$ cat src/rtl/ecc_log_pkg.sv
package ecc_log_pkg;
  localparam int COL_W  = 16;
  localparam int ROW_W  = 16;
  localparam int BANK_W = 3;
  localparam int RANK_W = 2;
  localparam int SYND_W = 8;
  localparam int REG_W  = 32;
  localparam int LOG_W  = 2 * REG_W;
  localparam int AUX_N  = 5;

  // status bit positions (decoded by software)
  localparam int ST_CE  = 0;
  localparam int ST_UE  = 1;
  localparam int ST_THR = 7;
  localparam int ST_LCK = 9;
  localparam int ST_THM = 11;
  localparam int ST_FPT = 13;
  localparam int ST_FFL = 14;
  localparam logic [REG_W-1:0] STS_IMPL =
    REG_W'((1 << ST_CE) | (1 << ST_UE) | (1 << ST_THR) | (1 << ST_LCK) |
           (1 << ST_THM) | (1 << ST_FPT) | (1 << ST_FFL));

  typedef struct packed {
    logic [COL_W-1:0]  col;
    logic [ROW_W-1:0]  row;
    logic [BANK_W-1:0] bank;
    logic [RANK_W-1:0] rank;
    logic [SYND_W-1:0] synd;
  } err_info_t;

  // 64-bit log word: col|row|bank|rank|0|synd|0|ue|ce
  function automatic logic [LOG_W-1:0] pack_log(err_info_t i, logic ue, logic ce);
    return {i.col, i.row, i.bank, i.rank, 3'b000, i.synd, 14'b0, ue, ce};
  endfunction

  function automatic logic [REG_W-1:0] status_set(logic any_ce, logic any_ue,
                                                   logic [AUX_N-1:0] aux);
    logic [REG_W-1:0] s;
    s = '0;
    s[ST_CE]  = any_ce;
    s[ST_UE]  = any_ue;
    s[ST_THR] = aux[0];
    s[ST_LCK] = aux[1];
    s[ST_THM] = aux[2];
    s[ST_FPT] = aux[3];
    s[ST_FFL] = aux[4];
    return s;
  endfunction
endpackage

$ cat src/rtl/ecc_chan_log.sv
module ecc_chan_log
  import ecc_log_pkg::*;
(
  input  logic             clk,
  input  logic             rst_n,
  input  logic             en,
  input  logic             evt_vld,
  input  logic             evt_ue,
  input  err_info_t        evt_info,
  input  logic             clr_ce,
  input  logic             clr_ue,
  output logic [LOG_W-1:0] log_word,
  output logic             ce_evt,
  output logic             ue_evt
);
  err_info_t info_q;
  logic      ce_q, ue_q;
  logic      ce_kept, ue_kept, take_ue, take_ce;

  assign ce_kept = ce_q & ~clr_ce;
  assign ue_kept = ue_q & ~clr_ue;
  assign take_ue = en & evt_vld & evt_ue & ~ue_kept;
  assign take_ce = en & evt_vld & ~evt_ue & ~ue_kept & ~ce_kept;
  assign ce_evt  = en & evt_vld & ~evt_ue;
  assign ue_evt  = en & evt_vld & evt_ue;

  always_ff @(posedge clk or negedge rst_n) begin
    if (!rst_n) begin
      info_q <= '0;
      ce_q   <= 1'b0;
      ue_q   <= 1'b0;
    end else if (!en) begin
      info_q <= '0;
      ce_q   <= 1'b0;
      ue_q   <= 1'b0;
    end else if (take_ue) begin
      info_q <= evt_info;
      ue_q   <= 1'b1;
      ce_q   <= 1'b0;
    end else if (take_ce) begin
      info_q <= evt_info;
      ce_q   <= 1'b1;
      ue_q   <= 1'b0;
    end else begin
      ce_q   <= ce_kept;
      ue_q   <= ue_kept;
    end
  end

  assign log_word = pack_log(info_q, ue_q, ce_q);


  ce_first_kept_chk: assert property (@(posedge clk) disable iff (!rst_n)
    (en && ce_q && !clr_ce && evt_vld && !evt_ue) |=> (ce_q && $stable(info_q)));

  ue_replace_chk: assert property (@(posedge clk) disable iff (!rst_n)
    (en && evt_vld && evt_ue && !ue_q) |=> (ue_q && !ce_q && info_q == $past(evt_info)));

  flags_excl_chk: assert property (@(posedge clk) disable iff (!rst_n)
    $onehot0({ce_q, ue_q}));

  ue_hold_chk: assert property (@(posedge clk) disable iff (!rst_n)
    (en && ue_q && !clr_ue) |=> (ue_q && !ce_q && $stable(info_q)));

  rearm_chk: assert property (@(posedge clk) disable iff (!rst_n)
    (en && clr_ce && !evt_vld) |=> !ce_q);

  off_chk: assert property (@(posedge clk) disable iff (!rst_n)
    !en |=> (log_word == '0));
endmodule

$ cat src/rtl/ecc_status_reg.sv
module ecc_status_reg
  import ecc_log_pkg::*;
(
  input  logic             clk,
  input  logic             rst_n,
  input  logic [REG_W-1:0] set_vec,
  input  logic [REG_W-1:0] clr_vec,
  output logic [REG_W-1:0] sts
);
  logic [REG_W-1:0] sts_q;

  always_ff @(posedge clk or negedge rst_n) begin
    if (!rst_n) sts_q <= '0;
    else        sts_q <= ((sts_q & ~clr_vec) | set_vec) & STS_IMPL;
  end

  assign sts = sts_q;


  set_visible_chk: assert property (@(posedge clk) disable iff (!rst_n)
    (|set_vec) |=> ((sts_q & $past(set_vec)) == $past(set_vec)));

  w1c_clear_chk: assert property (@(posedge clk) disable iff (!rst_n)
    (|(clr_vec & ~set_vec)) |=> ((sts_q & $past(clr_vec & ~set_vec)) == '0));

  idle_hold_chk: assert property (@(posedge clk) disable iff (!rst_n)
    (clr_vec == '0 && set_vec == '0) |=> $stable(sts_q));
endmodule

$ cat src/rtl/ecc_err_logger.sv
module ecc_err_logger
  import ecc_log_pkg::*;
#(
  parameter  int NUM_CH = 2,
  localparam int ADDR_W = $clog2(2 * NUM_CH + 1)
) (
  input  logic                     clk,
  input  logic                     rst_n,
  input  logic                     dual_ch_dis,
  input  logic [NUM_CH-1:0]        err_vld,
  input  logic [NUM_CH-1:0]        err_ue,
  input  logic [NUM_CH*COL_W-1:0]  err_col,
  input  logic [NUM_CH*ROW_W-1:0]  err_row,
  input  logic [NUM_CH*BANK_W-1:0] err_bank,
  input  logic [NUM_CH*RANK_W-1:0] err_rank,
  input  logic [NUM_CH*SYND_W-1:0] err_synd,
  input  logic [AUX_N-1:0]         aux_evt,
  input  logic                     reg_wr,
  input  logic [ADDR_W-1:0]        reg_addr,
  input  logic [REG_W-1:0]         reg_wdata,
  output logic [REG_W-1:0]         reg_rdata
);
  logic [LOG_W-1:0]  log_w [NUM_CH];
  logic [NUM_CH-1:0] ce_evt, ue_evt, ch_en;
  logic [REG_W-1:0]  sts_w, set_vec, clr_vec;
  logic              sts_wr;

  assign sts_wr  = reg_wr && (reg_addr == '0);
  assign clr_vec = sts_wr ? reg_wdata : '0;

  for (genvar c = 0; c < NUM_CH; c++) begin : g_ch
    err_info_t info;
    assign ch_en[c]  = (c == 0) ? 1'b1 : ~dual_ch_dis;
    assign info.col  = err_col [c*COL_W  +: COL_W];
    assign info.row  = err_row [c*ROW_W  +: ROW_W];
    assign info.bank = err_bank[c*BANK_W +: BANK_W];
    assign info.rank = err_rank[c*RANK_W +: RANK_W];
    assign info.synd = err_synd[c*SYND_W +: SYND_W];

    ecc_chan_log u_log (
      .clk      (clk),
      .rst_n    (rst_n),
      .en       (ch_en[c]),
      .evt_vld  (err_vld[c]),
      .evt_ue   (err_ue[c]),
      .evt_info (info),
      .clr_ce   (clr_vec[ST_CE]),
      .clr_ue   (clr_vec[ST_UE]),
      .log_word (log_w[c]),
      .ce_evt   (ce_evt[c]),
      .ue_evt   (ue_evt[c])
    );
  end

  assign set_vec = status_set(|ce_evt, |ue_evt, aux_evt);

  ecc_status_reg u_sts (
    .clk     (clk),
    .rst_n   (rst_n),
    .set_vec (set_vec),
    .clr_vec (clr_vec),
    .sts     (sts_w)
  );

  always_comb begin
    reg_rdata = '0;
    if (reg_addr == '0) reg_rdata = sts_w;
    for (int c = 0; c < NUM_CH; c++) begin
      if (reg_addr == ADDR_W'(2 * c + 1)) reg_rdata = log_w[c][REG_W-1:0];
      if (reg_addr == ADDR_W'(2 * c + 2)) reg_rdata = log_w[c][LOG_W-1:REG_W];
    end
  end


  strap_quiet_chk: assert property (@(posedge clk) disable iff (!rst_n)
    (dual_ch_dis && NUM_CH > 1) |-> (ch_en == NUM_CH'(1)));

  log_write_free_chk: assert property (@(posedge clk) disable iff (!rst_n)
    (reg_wr && reg_addr != '0 && err_vld == '0 && !dual_ch_dis) |=> $stable(log_w[0]));
endmodule

$ cat config.mk
export PLATFORM = sky130hd
export DESIGN_NAME = ecc_err_logger
export DESIGN_NICKNAME = d
export VERILOG_FILES = /design/src/rtl/ecc_log_pkg.sv /design/src/rtl/ecc_chan_log.sv /design/src/rtl/ecc_status_reg.sv /design/src/rtl/ecc_err_logger.sv
export SDC_FILE = /design/constraint.sdc
export NUM_CORES = 1
export LEC_CHECK = 0
export ABC_AREA = 1
export BUFFER_PORTS_ARGS = -buffer_cell sky130_fd_sc_hd__clkbuf_2
export CORE_ASPECT_RATIO = 0.75
export CORE_MARGIN = 10
export CORE_UTILIZATION = 52
export CTS_BUF_LIST = sky130_fd_sc_hd__clkbuf_8
export CTS_CLUSTER_DIAMETER = 30
export DETAILED_ROUTE_END_ITERATION = 12
export HOLD_SLACK_MARGIN = 0.06
export PLACE_DENSITY = 0.82
export SLEW_MARGIN = 0
export SYNTH_ARGS = -nofsm -noshare
export SYNTH_HDL_FRONTEND = slang
export SYNTH_SLANG_ARGS = --single-unit
$ cat constraint.sdc
create_clock -name clk -period 2.4 [get_ports clk]
set_clock_uncertainty 0.1 [all_clocks]
set_input_delay 0.72 -clock clk [delete_from_list [all_inputs] [get_ports clk]]
set_output_delay 0.72 -clock clk [all_outputs]
set_load 0.05 [all_outputs]
Word level (Yosys, flattened, before mapping)
Index checks and enable logic that the tools add are counted.
{"block": "word_totals", "word_cells": 73, "ff_bits": 101}
{"block": "op_classes", "bitwise": 27, "n_reduce_logical": 6, "n_mux": 21, "eq_ne": 4}
{"cell": "2-to-1 mux 45 bit", "count": 5}
{"cell": "2-to-1 mux 32 bit", "count": 4}
{"cell": "2-to-1 mux 15 bit", "count": 2}
{"cell": "bitwise AND 1 bit", "count": 15}
{"cell": "bitwise AND 15 bit", "count": 1}
{"cell": "inverter 15 bit", "count": 1}
{"cell": "OR 15 bit", "count": 1}
{"cell": "2-to-1 mux 1 bit", "count": 10}
{"cell": "inverter 1 bit", "count": 9}
{"cell": "== test 3 x 2 -> 1 bit (second input constant)", "count": 2}
{"cell": "OR reduction 2 bit", "count": 2}
{"cell": "== test 3 x 1 -> 1 bit (second input constant)", "count": 1}
{"cell": "== test 3 bit (second input constant)", "count": 1}
{"cell": "logical NOT 3 bit", "count": 1}
{"cell": "nonzero test 3 bit", "count": 1}
{"cell": "nonzero test 2 bit", "count": 1}
{"cell": "logical AND 1 bit", "count": 1}

Depth between registers and ports, before layout
{"block": "logic_depth", "ltp_word": 11, "depth_mapped": 9, "ltp_nobuf": 7}

Hierarchy
From an unflattened synthesis, not the netlist that was laid out.
{"block": "hier_totals", "hier_cells": 1111, "area_unflattened_um2": 7056.8}
{"module": "ecc_chan_log", "cells_per_inst": 328, "seq_area_each_um2": 1176.1, "instances": 2, "area_per_inst_um2": 2459.9}
{"module": "ecc_err_logger", "cells_per_inst": 394, "seq_area_each_um2": 0.0, "instances": 1, "area_per_inst_um2": 1665.3}
{"module": "ecc_status_reg", "cells_per_inst": 61, "seq_area_each_um2": 175.2, "instances": 1, "area_per_inst_um2": 471.7}

Least setup slack after synthesis
Ideal clock, no wire load.
{"block": "synth_path", "kind": "in2out", "start": "input reg_addr[2]", "end": "output reg_rdata[1]", "setup_slack_ps": -278, "cell_stages": 6, "t_arrival_ps": 1858, "cell_sequence": "inv_1 > nand2_1 > nor2_1 > clkbuf_1 > nand2_1 > nand3_1"}
{"block": "synth_via", "elab_chain_cells": 6, "word_cells_on_any_way": 10, "cone_classes": "eq/ne (4); mux (5); reduce/logical (1)"}
{"element": "start: declaration", "line": "ecc_err_logger.sv:19", "rtl": "input logic [ADDR_W-1:0] reg_addr,"}
{"element": "logical NOT 3 bit", "line": "ecc_err_logger.sv:67", "rtl": "if (reg_addr == '0) reg_rdata = sts_w;"}
{"element": "2-to-1 mux 15 bit", "line": "ecc_err_logger.sv:67"}
{"element": "2-to-1 mux 32 bit", "line": "ecc_err_logger.sv:69", "rtl": "if (reg_addr == ADDR_W'(2 * c + 1)) reg_rdata = log_w[c][REG_W-1:0];"}
{"element": "2-to-1 mux 32 bit", "line": "ecc_err_logger.sv:70", "rtl": "if (reg_addr == ADDR_W'(2 * c + 2)) reg_rdata = log_w[c][LOG_W-1:REG_W];"}
{"element": "2-to-1 mux 32 bit", "line": "ecc_err_logger.sv:69"}
{"element": "2-to-1 mux 32 bit (*)", "line": "ecc_err_logger.sv:70"}
{"element": "end: declaration", "line": "ecc_err_logger.sv:21", "rtl": "output logic [REG_W-1:0] reg_rdata"}
Mark *: on every way between the ends. The rest lies on a longest branch, timed or not.

Final worst setup path
{"block": "layout_path", "start": "input reg_addr[2]", "end": "output reg_rdata[31]"}
{"block": "layout_via", "elab_chain_cells": 5, "word_cells_on_any_way": 8, "cone_classes": "eq/ne (4); mux (4)"}
{"element": "== test 3 x 1 -> 1 bit", "line": "ecc_err_logger.sv:69"}
{"element": "2-to-1 mux 32 bit", "line": "ecc_err_logger.sv:69"}
{"element": "2-to-1 mux 32 bit", "line": "ecc_err_logger.sv:70"}
{"element": "2-to-1 mux 32 bit", "line": "ecc_err_logger.sv:69"}
{"element": "2-to-1 mux 32 bit (*)", "line": "ecc_err_logger.sv:70"}
Marks and branches as above.

==> impl_metrics.tcl <==
set metrics [dict create \
    outcome "finished with violations" \
    failed_checks "setup timing" \
    critical_path_peak_fanout 8 \
    clock_latency_ns 0.38 \
    placedCellCount 929 \
    p_leak_nw 3.891 \
    ioPinCount 170 \
    post-route-util 0.7418 \
    core_region_area_sq_um 9580 \
    ff2ff_path_depth 6 \
    tritoncts_num_sinks 101 \
    worst_setup_path_endpoint "reg_rdata[31]" \
    grt.met2_usage 0.3972 \
    use_met1 0.2859 \
    via_per_inst 5.474 \
    mean_instance_size_in_the_synthesized_netlist_sq_um 7.616 \
    warnings_from_yosys 0 \
    die_width_um 134.0 \
    endpoint_kind "output port" \
    synth-async-reset-ratio 1.000 \
    grt.overflow.total 0 \
    total_drc_errors_in_the_routed_layout 0 \
    setup_ws_ns -0.1677 \
    finalHoldViolations 0 \
    finalWirelength_um 17120 \
    yosys.cell_count.top_type "nand2_1" \
    fin_nets 954 \
    cp-start-kind "primary input" \
    cap_violations 0 \
    critical_path.reg2reg.endpoint "g_ch[0].u_log.log_word[47]" \
    cts-hold-fix-buffers 0 \
    grt_max_degree 102 \
    drt-initial-drc-count 606 \
    die_area_sq_um 14150 \
    worst_slew_pin_slew_ns 0.5472 \
    power_per_unit_of_standard_cell_area_nw_per_um2 694.4 \
    hold_ws_ns 0.2942 \
    instances_no_fill 951 \
    final_max_slew_viol_count 0 \
    path_cells "clkbuf_16 > clkinv_8 > nand2_4 > nor2_4 > buf_4 > buf_6 > nand2_1 > nand4_1 > buf_12" \
    floorplan.initialDensity 0.5295 \
    dp_slack_ns -0.2591 \
    cts-buffers-inserted 9 \
    setup_crit_path_kind "primary input to output port" \
    synthesis.nets 804 \
    crit_start "reg_addr[2]" \
    stage_delay_of_the_slowest_cell_on_the_critical_path_ns 0.18 \
    grt_antenna_before_repair 0 \
    netlist.top_cell.by_area "dfrtp_1" \
    clk_root_buffer_cell "clkbuf_8" \
    post_synth_most_frequent_cells "274 x nand2_1, 105 x nand3_1, 101 x dfrtp_1, 51 x inv_1, 48 x nor2_1" \
    site_row_count 31 \
    antenna_left 0 \
    final-setup-viol-count 32 \
    grt_pass1_vias 5383 \
    final.period_utilization 1.070 \
    synth.top_cells.by_area "dfrtp_1 50%, nand2_1 20%, nand3_1 10%" \
    dominantRegCellSynth "dfrtp_1" \
    wire_per_inst_um 18.00 \
    synth_edf_count 0 \
    htree_num_levels 3 \
    cp_data_required_time_ns 1.58 \
    crit_arrival_ns 1.75 \
    cts_tree "done" \
    count_of_buffers_inserted_at_the_top_level_ports 144 \
    gp_congestion 0.8680 \
    finalWorstPathRequiredPeriod_ns 2.568 \
    gr-usage-met3 0.07732 \
    synth_cells 666 \
    grt_setup_unrepaired "true" \
    maxSlewHeadroom 0.6352 \
    chipHeight_um 105.5 \
    critical-path-slowest-cell "nand4_1" \
    clk_transition_reported_paths_ns 0.08 \
    total_power_mw 4.935 \
    synth.yosys.seq_area_share 0.4983 \
    insertedDiodeCount 0 \
    gr-usage-all-layers 0.2385 \
    dr_total_vias 5206 \
    rr_startpoint "g_ch[0].u_log.ue_q" \
    peakVddDrop_uv 390.3 \
    clk_path_buf_depth 2 \
    globalRoute.busiestLayer "met2" \
    dpl.hpwl_um 11470 \
    drt_first_pass_iters 5 \
    grt_first_pass_wirelength_um 27520 \
    synthDistinctLibCells 24 \
    synth_largest_type_area_fraction 0.4983 \
    peak_clock_frequency_supported_by_timing_ghz 0.3895 \
    r2r_slack_ns 1.03 \
    timing.hold.worst.class "primary input to async pin" \
    postSynthRegisterBits 101 \
    final_layout_size_suffix_gt1_frac 0.2918 \
    area_growth_pct 40.11 \
    netlist_area_sq_um 5072 \
]
## sequential cells by signal (all words and copies together) (netlist names)
name and count:
g_ch.u_log.log_word 90, g_ch.u_log.ue_q 2, u_sts.sts 7, g_ch.u_log.ce_q 2
## cell families after synthesis
family | count (synthesis) | share of synthesized area
buffers and inverters | 92 | 0.08831
flip-flops | 101 | 0.4983
AO/OA/AOI/OAI | 20 | 0.03158
AND/OR/NAND/NOR | 453 | 0.3818
## report_power, final
group | internal (mW) | leakage (nW) | switching (mW)
logic | 0.709 | 2.55 | 0.837
clock network | 0.416 | 0.0899 | 0.569
registers | 2.12 | 1.26 | 0.286
total | 3.24 | 3.89 | 1.69
## cell type report
cell class | instances | area [sq um]
Clock buffer | 11 | 151.4
Clock inverter | 3 | 15.01
Fill cell | 692 | 2474
Inverter | 52 | 207.7
Multi-Input combinational cell | 473 | 2318
Sequential cell | 101 | 2527
Tap cell | 132 | 165.2
Timing Repair Buffer | 179 | 1722
## worst min path at each step
stage | endpoint | slack [ns] | cells past startpoint | from
floorplan | g_ch[0].u_log.ce_q | 0.32 | 0 | rst_n
finish | g_ch[0].u_log.log_word[54] | 0.29 | 2 | rst_n
CTS | g_ch[1].u_log.log_word[20] | 0.32 | 2 | rst_n
global placement | u_sts.sts[9] | 0.36 | 1 | u_sts.sts[9]
global route | g_ch[0].u_log.log_word[52] | 0.33 | 2 | rst_n
detailed placement | u_sts.sts[1] | 0.37 | 2 | u_sts.sts[1]
## metrics by stage
| step | area, sq um | TNS, ns |
|---|---|---|
| after floorplan | 5253 | -0.3259 |
| after global placement | 6624 | -4.146 |
| after detailed placement | 6624 | -5.088 |
| after CTS | 7081 | -3.928 |
| after global routing | 7107 | -5.005 |
| final | 7107 | -4.085 |
## cells in the final DEF (no fill, tap or decap), types with 13 or more instances in the layout
| master | n |
|---|---|
| buf_12 | 41 |
| nand2_2 | 13 |
| inv_1 | 50 |
| buf_4 | 18 |
| nand2_1 | 262 |
| nand3_1 | 98 |
| clkbuf_2 | 108 |
| nor2_1 | 46 |
| dfrtp_1 | 101 |
| nand4_1 | 14 |
## routing by layer
metal,part of all wire,vias up
met5,0,-
met4,0.028,0
met3,0.095,46
met2,0.48,281
met1,0.40,2482
li1,-,2397
## what timing repair did
action,CTS,global route
buffers inserted,5,1
gates resized for setup,38,6
gates cloned,3,0
setup endpoints to repair,32,32
pin swaps,20,10
## worst max-delay path: cells and delay by family
family | cells | cell delay (ns)
buffers and inverters | 5 | 0.60
and+or+nand+nor | 4 | 0.42
Note: power is estimated with default switching activity, not from simulation.
